## config.mk

```make
export PLATFORM = sky130hd
export DESIGN_NAME = sync_serial_port
export DESIGN_NICKNAME = d
export VERILOG_FILES = /design/src/rtl/ssp_pkg.sv /design/src/rtl/ssp_clkgen.sv /design/src/rtl/ssp_extsync.sv /design/src/rtl/ssp_shifter.sv /design/src/rtl/sync_serial_port.sv
export SDC_FILE = /design/constraint.sdc
export NUM_CORES = 1
export LEC_CHECK = 0
export ABC_AREA = 1
export BUFFER_PORTS_ARGS = -buffer_cell sky130_fd_sc_hd__buf_4
export CAP_MARGIN = 20
export CORE_MARGIN = 5
export CORE_UTILIZATION = 30
export DETAILED_ROUTE_END_ITERATION = 7
export HOLD_SLACK_MARGIN = 0.05
export SLEW_MARGIN = 20
export SYNTH_ARGS = -nofsm -noshare
export SYNTH_HDL_FRONTEND = slang
export SYNTH_SLANG_ARGS = --single-unit
```

## constraint.sdc

```tcl
create_clock -name clk -period 2.1 [get_ports clk]
set_clock_uncertainty 0.05 [all_clocks]
set_input_delay 0 -clock clk [delete_from_list [all_inputs] [get_ports clk]]
set_output_delay 0 -clock clk [all_outputs]
set_load 0.02 [all_outputs]
```

## src/rtl/ssp_pkg.sv

```systemverilog
package ssp_pkg;

    typedef enum logic [1:0] {
        SH_IDLE  = 2'd0,
        SH_ARMED = 2'd1,
        SH_RUN   = 2'd2
    } sh_state_e;

    typedef enum logic [1:0] {
        REG_DATA = 2'd0,
        REG_CTRL = 2'd1,
        REG_DIV  = 2'd2,
        REG_STAT = 2'd3
    } reg_addr_e;

    // Control register fields; clk_int sits at bit 0, clk_pin_en at bit 4.
    typedef struct packed {
        logic clk_pin_en;
        logic dout_en;
        logic msb_first;
        logic pol;
        logic clk_int;
    } ctrl_t;

    localparam int CTRL_W = $bits(ctrl_t);

endpackage

```

## src/rtl/ssp_clkgen.sv

```systemverilog
// Free-running half-period divider for the internal transfer clock.
module ssp_clkgen #(
    parameter int DIV_W = 8
) (
    input  logic             clk,
    input  logic             rst_n,
    input  logic [DIV_W-1:0] div_i,
    output logic             tick_o,
    output logic             phase_o
);

    typedef struct packed {
        logic [DIV_W-1:0] cnt;
        logic             ph;
    } cg_t;

    cg_t cg_q, cg_d;

    always_comb begin
        cg_d   = cg_q;
        tick_o = (cg_q.cnt >= div_i);
        if (tick_o) begin
            cg_d.cnt = '0;
            cg_d.ph  = ~cg_q.ph;
        end else begin
            cg_d.cnt = cg_q.cnt + DIV_W'(1);
        end
    end

    assign phase_o = cg_q.ph;

    always_ff @(posedge clk or negedge rst_n) begin
        if (!rst_n) cg_q <= '0;
        else        cg_q <= cg_d;
    end

endmodule

```

## src/rtl/ssp_extsync.sv

```systemverilog
// Two-flop synchronizer plus edge detector for an external transfer clock.
module ssp_extsync (
    input  logic clk,
    input  logic rst_n,
    input  logic pin_i,
    output logic rise_o,
    output logic fall_o
);

    typedef struct packed {
        logic s1;
        logic s2;
        logic s3;
    } es_t;

    es_t es_q, es_d;

    always_comb begin
        es_d.s1 = pin_i;
        es_d.s2 = es_q.s1;
        es_d.s3 = es_q.s2;
        rise_o  = es_q.s2 & ~es_q.s3;
        fall_o  = ~es_q.s2 & es_q.s3;
    end

    always_ff @(posedge clk or negedge rst_n) begin
        if (!rst_n) es_q <= '0;
        else        es_q <= es_d;
    end

endmodule

```

## src/rtl/ssp_shifter.sv

```systemverilog
// Shared transmit/receive shift engine driven by launch/capture events.
module ssp_shifter
    import ssp_pkg::*;
#(
    parameter int DATA_W = 8
) (
    input  logic              clk,
    input  logic              rst_n,
    input  logic              load_i,
    input  logic [DATA_W-1:0] tx_i,
    input  logic              ext_mode_i,
    input  logic              launch_i,
    input  logic              capture_i,
    input  logic              msb_first_i,
    input  logic              sdi_i,
    output logic              sdo_o,
    output logic              idle_o,
    output logic              run_o,
    output logic              clk_act_o,
    output logic              done_o,
    output logic [DATA_W-1:0] rx_o
);

    localparam int CW = (DATA_W > 1) ? $clog2(DATA_W) : 1;
    localparam logic [CW-1:0] LAST = CW'(DATA_W - 1);

    typedef struct packed {
        sh_state_e         st;
        logic [DATA_W-1:0] sr;
        logic              cap;
        logic [CW-1:0]     cnt;
        logic              skip;
        logic              clk_act;
    } sh_t;

    sh_t sh_q, sh_d;

    always_comb begin
        sh_d   = sh_q;
        done_o = 1'b0;
        rx_o   = msb_first_i ? {sh_q.sr[DATA_W-2:0], sdi_i}
                             : {sdi_i, sh_q.sr[DATA_W-1:1]};
        unique case (sh_q.st)
            SH_IDLE: begin
                if (load_i) begin
                    sh_d.sr      = tx_i;
                    sh_d.cnt     = '0;
                    sh_d.clk_act = 1'b0;
                    sh_d.skip    = ext_mode_i;
                    sh_d.st      = ext_mode_i ? SH_RUN : SH_ARMED;
                end
            end
            SH_ARMED: begin
                if (launch_i) begin
                    sh_d.st      = SH_RUN;
                    sh_d.skip    = 1'b0;
                    sh_d.clk_act = 1'b1;
                end
            end
            SH_RUN: begin
                if (launch_i) begin
                    sh_d.clk_act = 1'b1;
                    if (sh_q.skip) begin
                        sh_d.skip = 1'b0;
                    end else if (msb_first_i) begin
                        sh_d.sr = {sh_q.sr[DATA_W-2:0], sh_q.cap};
                    end else begin
                        sh_d.sr = {sh_q.cap, sh_q.sr[DATA_W-1:1]};
                    end
                end else if (capture_i) begin
                    sh_d.clk_act = 1'b0;
                    sh_d.cap     = sdi_i;
                    if (sh_q.cnt == LAST) begin
                        done_o  = 1'b1;
                        sh_d.st = SH_IDLE;
                    end else begin
                        sh_d.cnt = sh_q.cnt + CW'(1);
                    end
                end
            end
            default: sh_d.st = SH_IDLE;
        endcase
    end

    assign sdo_o     = msb_first_i ? sh_q.sr[DATA_W-1] : sh_q.sr[0];
    assign idle_o    = (sh_q.st == SH_IDLE);
    assign run_o     = (sh_q.st == SH_RUN);
    assign clk_act_o = sh_q.clk_act;

    always_ff @(posedge clk or negedge rst_n) begin
        if (!rst_n) begin
            sh_q    <= '0;
            sh_q.st <= SH_IDLE;
        end else begin
            sh_q <= sh_d;
        end
    end

endmodule

```

## src/rtl/sync_serial_port.sv

```systemverilog
// Register file, clock selection and pin control of the serial port.
module sync_serial_port
    import ssp_pkg::*;
#(
    parameter int DATA_W = 8,
    parameter int DIV_W  = 8
) (
    input  logic              clk,
    input  logic              rst_n,
    input  logic              bus_wr,
    input  logic [1:0]        bus_addr,
    input  logic [DATA_W-1:0] bus_wdata,
    output logic [DATA_W-1:0] bus_rdata,
    input  logic              sclk_i,
    output logic              sclk_o,
    output logic              sclk_oe,
    input  logic              sdi_i,
    output logic              sdo_o,
    output logic              sdo_oe,
    output logic              irq_o
);

    typedef struct packed {
        logic [DATA_W-1:0] ctrl_raw;
        logic [DIV_W-1:0]  div;
        logic [DATA_W-1:0] rx;
        logic              irq;
        logic              done;
    } top_t;

    top_t  rg_q, rg_d;
    ctrl_t ctrl;

    logic              tick, phase, ext_rise, ext_fall;
    logic              launch_evt, capture_evt, load;
    logic              sh_idle, sh_run, sh_clk_act, sh_done, sh_sdo;
    logic [DATA_W-1:0] sh_rx;
    logic              int_mode, pol_w;

    assign ctrl     = ctrl_t'(rg_q.ctrl_raw[CTRL_W-1:0]);
    assign int_mode = ctrl.clk_int;
    assign pol_w    = ctrl.pol;

    ssp_clkgen #(.DIV_W(DIV_W)) u_clkgen (
        .clk     (clk),
        .rst_n   (rst_n),
        .div_i   (rg_q.div),
        .tick_o  (tick),
        .phase_o (phase)
    );

    ssp_extsync u_extsync (
        .clk    (clk),
        .rst_n  (rst_n),
        .pin_i  (sclk_i),
        .rise_o (ext_rise),
        .fall_o (ext_fall)
    );

    // Launch = edge where data changes; capture = edge where data is sampled.
    always_comb begin
        if (int_mode) begin
            launch_evt  = tick & ~phase;
            capture_evt = tick & phase;
        end else begin
            launch_evt  = ctrl.clk_pin_en & (ctrl.pol ? ext_rise : ext_fall);
            capture_evt = ctrl.clk_pin_en & (ctrl.pol ? ext_fall : ext_rise);
        end
    end

    ssp_shifter #(.DATA_W(DATA_W)) u_shifter (
        .clk         (clk),
        .rst_n       (rst_n),
        .load_i      (load),
        .tx_i        (bus_wdata),
        .ext_mode_i  (~int_mode),
        .launch_i    (launch_evt),
        .capture_i   (capture_evt),
        .msb_first_i (ctrl.msb_first),
        .sdi_i       (sdi_i),
        .sdo_o       (sh_sdo),
        .idle_o      (sh_idle),
        .run_o       (sh_run),
        .clk_act_o   (sh_clk_act),
        .done_o      (sh_done),
        .rx_o        (sh_rx)
    );

    always_comb begin
        rg_d = rg_q;
        load = 1'b0;
        if (bus_wr) begin
            unique case (reg_addr_e'(bus_addr))
                REG_DATA: load = sh_idle;
                REG_CTRL: rg_d.ctrl_raw = bus_wdata;
                REG_DIV:  rg_d.div = bus_wdata[DIV_W-1:0];
                REG_STAT: begin
                    if (bus_wdata[0]) rg_d.irq  = 1'b0;
                    if (bus_wdata[1]) rg_d.done = 1'b0;
                end
                default: ;
            endcase
        end
        if (load) rg_d.done = 1'b0;
        if (sh_done) begin
            rg_d.rx   = sh_rx;
            rg_d.irq  = 1'b1;
            rg_d.done = 1'b1;
        end
    end

    always_comb begin
        unique case (reg_addr_e'(bus_addr))
            REG_DATA: bus_rdata = rg_q.rx;
            REG_CTRL: bus_rdata = rg_q.ctrl_raw;
            REG_DIV:  bus_rdata = DATA_W'(rg_q.div);
            REG_STAT: bus_rdata = DATA_W'({rg_q.done, rg_q.irq});
            default:  bus_rdata = '0;
        endcase
    end

    assign sclk_o  = sh_clk_act ? ctrl.pol : ~ctrl.pol;
    assign sclk_oe = int_mode & ctrl.clk_pin_en;
    assign sdo_o   = sh_sdo;
    assign sdo_oe  = ctrl.dout_en & (int_mode ? sh_run : 1'b1);
    assign irq_o   = rg_q.irq;

    always_ff @(posedge clk or negedge rst_n) begin
        if (!rst_n) rg_q <= '0;
        else        rg_q <= rg_d;
    end

endmodule

```

==> results of run 1 <==
==> final timing paths <==
check	slack [ps]	start	endpoint	cells past startpoint
hold / removal	60	bus_addr[0]	irq_o	4
setup reg to reg	120	rg_q[15]	u_shifter.sh_q[13]	11
min in group asynchronous	230	rst_n	u_clkgen.cg_q[7]	2
setup / recovery	120	rg_q[15]	u_shifter.sh_q[13]	11
max in group asynchronous	1280	rst_n	u_extsync.es_d[0]	2
hold reg to reg	320	u_extsync.es_d[1]	u_extsync.es_d[0]	0
==> cells by family (layout without fill, tap and decap cells) <==
group,count (synthesis),count (layout),synth area share
AND/OR/NAND/NOR,158,158,0.231
AO/OA/AOI/OAI,80,80,0.159
buffers and inverters,71,123,0.0975
flip-flops,54,54,0.443
adder cells (fa/ha/maj),15,15,0.0615
XOR/XNOR,3,3,0.00861
==> sequential cells by signal, summed over array words and instances (netlist names) <==
signal and cells:
u_extsync.es_d 2, irq_o 1, u_extsync.es_q 1, ctrl 5, u_shifter.sh_q 15, u_clkgen.phase_o 1, u_clkgen.cg_q 8, rg_q 20
u_shifter.clk_act_o 1
==> final cells by class <==
cell class	count	area, um2	share of cell area
Sequential cell	54	1350	0.360
Tap cell	133	166	0.0443
Clock buffer	5	68.8	0.0183
Inverter	62	233	0.0620
Multi-Input combinational cell	256	1450	0.386
Clock inverter	2	13.8	0.00367
Timing Repair Buffer	54	470	0.125
==> worst max-delay path, cell delays in order, from the launching register on <==
cell and delay, ps:
dfrtp_1 390, inv_1 60, ha_1 300, a21oi_1 190, o21a_1 180, nand2_4 80
buf_4 150, nand3_4 60, nand3_2 130, nand2_8 170, nand2_1 80, o21ai_2 60
==> layer usage <==
layer	up-vias	routed length (um)	GRT usage
met5	-	0	0
met4	0	33	0.0172
met3	2	194	0.0180
met2	33	3110	0.170
met1	1148	3550	0.161
li1	1303	-	-
==> metrics by stage <==
stage	TNS [ps]	instances	util
after floorplan	0	381	-
after global placement	0	536	0.345
after detailed placement	0	536	0.345
after CTS	0	557	0.367
after global routing	-78.5	566	0.381
final	0	566	0.381
==> Yosys cell counts, drive strengths merged, types with 2 or more instances <==
| cell type | count |
|---|---|
| o21ai | 58 |
| nor3b | 2 |
| clkbuf | 4 |
| nor2 | 20 |
| or2 | 2 |
| nand3 | 10 |
| nor3 | 4 |
| buf | 5 |
| dfrtp | 54 |
| o211ai | 7 |
| a21oi | 8 |
| nand2 | 118 |
| ha | 15 |
| xor2 | 2 |
| inv | 62 |
==> placed cells by master (no fill, tap or decap), types with 7 or more instances in the layout <==
cell / instances
o21ai_2: 11
dlygate4sd3_1: 14
inv_1: 61
nor2_1: 15
o21ai_1: 7
ha_1: 13
dfrtp_1: 54
o21ai_0: 40
nand3_1: 7
o211ai_1: 7
nand2_1: 109
buf_4: 38
==> timing repair <==
action	in CTS	in global routing
resized for setup	0	11
hold buffers	14	0
setup endpoints to repair	0	17
endpoints found under the hold margin	77	0
buffers inserted	0	8
==> where the power goes <==
group          leakage, nW  switching (W)  internal (W)
clock               0.0444       0.000352      0.000232
sequential           0.683       0.000211       0.00129
combinational         1.16        0.00102      0.000699
==> impl_results.md, run 1 <==
- Status: finished clean
- Final period util: 0.942
- Cell area after layout: 3750 um2
- Post-Syn Instances: 381
- Fill count: 1,014
- Leakage: 1.89 nW
- Fin. Hold Viols: 0
- CP endpoint kind: flip-flop
- Max Slew Vio Count: 0
- Post-route DRC violation count: 0
- Number of DRC markers in iteration 0: 95
- GRT Residual Overflow: 0
- Pre-antenna DRT Iters: 4
- Period minus WS final: 1980 ps
- Setup ws final: 121 ps
- Vias in the first global route: 2,281
- Max cap viols: 0
- Initial Utilization: 0.309
- Ranking of synthesized cells by area: dfrtp_1 (44%), nand2_1 (14%), inv_1 (7.5%), o21ai_0 (6.7%), ha_1 (6.1%)
- Post-synth EDFFs: 0
- Pre-CTS WS: 97.4 ps
- Area Overhead vs Synth: 23.0%
- Clock Tree Root: clkbuf_8
- CTS tree: done
- Drt via density: 4.39
- Largest net degree at the start of global routing: 55
- GRT Resource Usage Total: 0.109
- Post-DP Area: 3400 um2
- H-tree lvl count: 2
- Diode count: 0
- Largest fanout on the critical path: 16
- Async SR Flop Fraction: 1.00
- Core Region: 9860 um2
- Max_slew headroom: 0.524
- Clock Latency Late Sink: 300 ps
- Buffers from clock root to sink, at most: 2
- RD Place Congestion: 0.779
- Clock slew at reported path FFs: 110 ps
- DPL Wire Length: 5080 um
- Share of layout cells above drive strength 1: 0.192
- Nets: 463
- Vias: 2,486
- Syn nets: 411
- Row count: 36
- Routed length per instance: 12.2 um
- TritonCTS Buffers: 5
- Antenna Nets Post-Route: 0
- CP startpoint kind: flip-flop
- Register area share after synthesis: 0.443
- VDD IR-drop max: 0.335 mV
- Die span in y: 111 um
- Num ports: 28
- Yosys reg bits: 54
- CP required: 2290 ps
- Clock sinks: 54
- Achievable frequency: 505 MHz
- Synth cell types: 37
- Post-synth top area share: 0.443
- PD cells: 1010 nW/um2
- Worst Tran Pin Value: 714 ps
- Critical path type: flip-flop to flip-flop
- Top_reg_cell synth: dfrtp_1
- Worst EP arrival: 2170 ps
- Warnings, synthesis: 0
- WL final: 6880 um
- Hold/Removal Path Class: input pin to flip-flop
- Hold WS: 63.4 ps
- # port buffers: 27
- Chip Width: 111 um
- Mapped Avg Cell Area: 8.01 um2
- Die ar.: 12,300 um2
- Post-synth top area cell: dfrtp_1
- Mapped Area: 3050 um2
- Global-route wire length before repair: 11,200 um
- Overall power: 0.00380 W
- Initial antenna violation count: 0
- Final setup fails: 0
No activity file was read; power rests on OpenSTA's default activity.
==> run 2: changes to the inputs <==
Settings changed: CORE_UTILIZATION 30 to 64, PLACE_DENSITY set to 0.85.
Clock period 2.1 ns to 2.5 ns, I/O delays scaled along.
==> impl_results.md, run 2 (same netlist as run 1, synthesis figures left out) <==
- CTS tree: done
- Pre-antenna DRT Iters: 4
- Reg with most FFs: rg_q
- Max_slew headroom: 0.552
- Vias in the first global route: 2,682
- Post-Layout Cell Count: 477
- Initial Utilization: 0.651
- Max cap viols: 0
- Largest stage delay, worst path: 390 ps
- GRT Residual Overflow: 0
- Hold path cells: 4
- Max Slew Vio Count: 0
- Cell count after placement: 455
- Pre-CTS WS: 417 ps
- H-tree lvl count: 2
- Setup ws final: 402 ps
- Die span in y: 79.1 um
- Most frequent cells in the layout: nand2_1 (113), inv_1 (61), dfrtp_1 (54)
- Area Overhead vs Synth: 14.8%
- Hold WS: 69.0 ps
- Nets: 452
- CP top delay family: simple AND/OR/NAND/NOR gates
- Initial antenna violation count: 0
- Final setup fails: 0
- Buffers from clock root to sink, at most: 2
- Number of DRC markers in iteration 0: 232
- GRT Resource Usage Total: 0.249
- Antenna Nets Post-Route: 0
- Drt via density: 5.54
- R2R depth: 15
- Worst R2R End: rg_q[2]
- VDD IR-drop max: 0.536 mV
- Achievable frequency: 477 MHz
- TritonCTS Buffers: 5
- Fin. Hold Viols: 0
- Routed length per instance: 14.6 um
- Die ar.: 6250 um2
- PD cells: 884 nW/um2
- DPL Wire Length: 4990 um
- CP Cell Sequence: inv_1 > ha_1 > nand2_1 > nor2_1 > nor2_1 > nand2_1 > nand2_1 > nand2_2 > nand2_1 > nand2_1 > nand2_1 > nor2_4 > inv_1 > nand2_1 > o21ai_1
- FF-to-FF setup slack: 400 ps
- WP depth: 15
- Commonest non-fill, non-tap cell in the layout: nand2_1
- Num ports: 28
- Clock Tree Root: clkbuf_8
- Clock Latency Late Sink: 320 ps
- WL final: 6950 um
- Largest fanout on the critical path: 15
- Top flop regs: rg_q (20), u_shifter.sh_q (15), u_clkgen.cg_q (8)
- CP endpoint kind: flip-flop
- Min-delay src: bus_addr[0]
- Max reg flops: 20
- Leakage: 1.83 nW
- Crit path from: rg_q[13]
- Clock slew at reported path FFs: 100 ps
- Most used cell, CP: nand2_1
- RSZ-0062 raised after global routing: false
- RD Place Congestion: 0.867
- Worst r2r src: rg_q[13]
- Fin util: 0.747
- CP max-delay cell: dfrtp_1
- Status: finished clean
- Largest net degree at the start of global routing: 55
- CP required: 2660 ps
- Vias: 2,642
- Post-route DRC violation count: 0
- Fill count: 358
- Global-route wire length before repair: 12,200 um
- Core Region: 4690 um2
- Chip Width: 79.1 um
- CP bufs+invs: 2
- Clock sinks: 54
- Diode count: 0
- CP startpoint kind: flip-flop
- Period minus WS final: 2100 ps
- Resized cells post-CTS: 0
- Row count: 25
- Final period util: 0.839
- Hold/Removal Path Class: input pin to flip-flop
- Worst Tran Pin Value: 673 ps
- # port buffers: 27
- Critical path type: flip-flop to flip-flop
- Share of layout cells above drive strength 1: 0.154
- Setup TNS Final: 0 ps
- Crit path to: rg_q[2]
- Worst EP arrival: 2260 ps
-- run 2: cell types whose count changed in the layout (fill, tap and decap cells not counted), moves of 2 or more --
cell	delta
buf_4	-9
nand2_1	+4
nand2_2	-3
ha_1	+2
clkinvlp_4	+2
-- run 2: cell type report --
type	count	area (um2)	share of cell area
tap	54	67.6	0.0193
inverter	62	233	0.0664
clock inverter	3	23.8	0.00678
timing repair buffer	43	358	0.102
clock buffer	5	68.8	0.0196
sequential	54	1350	0.385
multi-input combinational	256	1400	0.400
-- run 2: worst min path at each step --
stage	end	slack (ps)
4_1_cts	irq_o	60
5_1_grt	irq_o	70
3_5_place_dp	rg_q[23]	30
2_1_floorplan	ctrl[0]	-350
3_3_place_gp	rg_q[24]	40
6_report	irq_o	70
-- run 2: worst register-to-register path, cell delays in order (launching register included) --
cell and delay [ps]:
dfrtp_1 390, inv_1 60, ha_1 280, nand2_1 60
nor2_1 110, nor2_1 50, nand2_1 50, nand2_1 60
nand2_2 70, nand2_1 60, nand2_1 60, nand2_1 110
nor2_4 310, inv_1 140, nand2_1 80, o21ai_1 60
-- run 2: power breakdown --
part	leakage [nW]	internal (W)	switching (W)
combinational	1.10	0.000506	0.000817
clock	0.0408	0.000201	0.000303
sequential	0.683	0.00108	0.000189
total	1.83	0.00179	0.00131
-- run 2: per-stage QoR --
stage / total power [W] / instance area (um2)
detailed placement: 0.00258 / 3270
finish: 0.00310 / 3510
global placement: 0.00252 / 3270
CTS: 0.00311 / 3510
global route: 0.00340 / 3510
floorplan: 0.00226 / 3050
-- run 2: layer usage --
| metal | part of all wire | vias up | GRT usage |
|---|---|---|---|
| met1 | 0.43 | 1244 | 0.323 |
| met4 | 0.031 | 0 | 0.113 |
| met5 | 0 | - | 0 |
| met3 | 0.058 | 24 | 0.0442 |
| met2 | 0.48 | 87 | 0.405 |
| li1 | - | 1287 | - |
-- run 2: what timing repair did --
| action | 4_1_cts | 5_1_grt |
|---|---|---|
| hold buffers | 14 | 0 |
| buffers inserted | 0 | 0 |
| endpoints found under the hold margin | 77 | 0 |
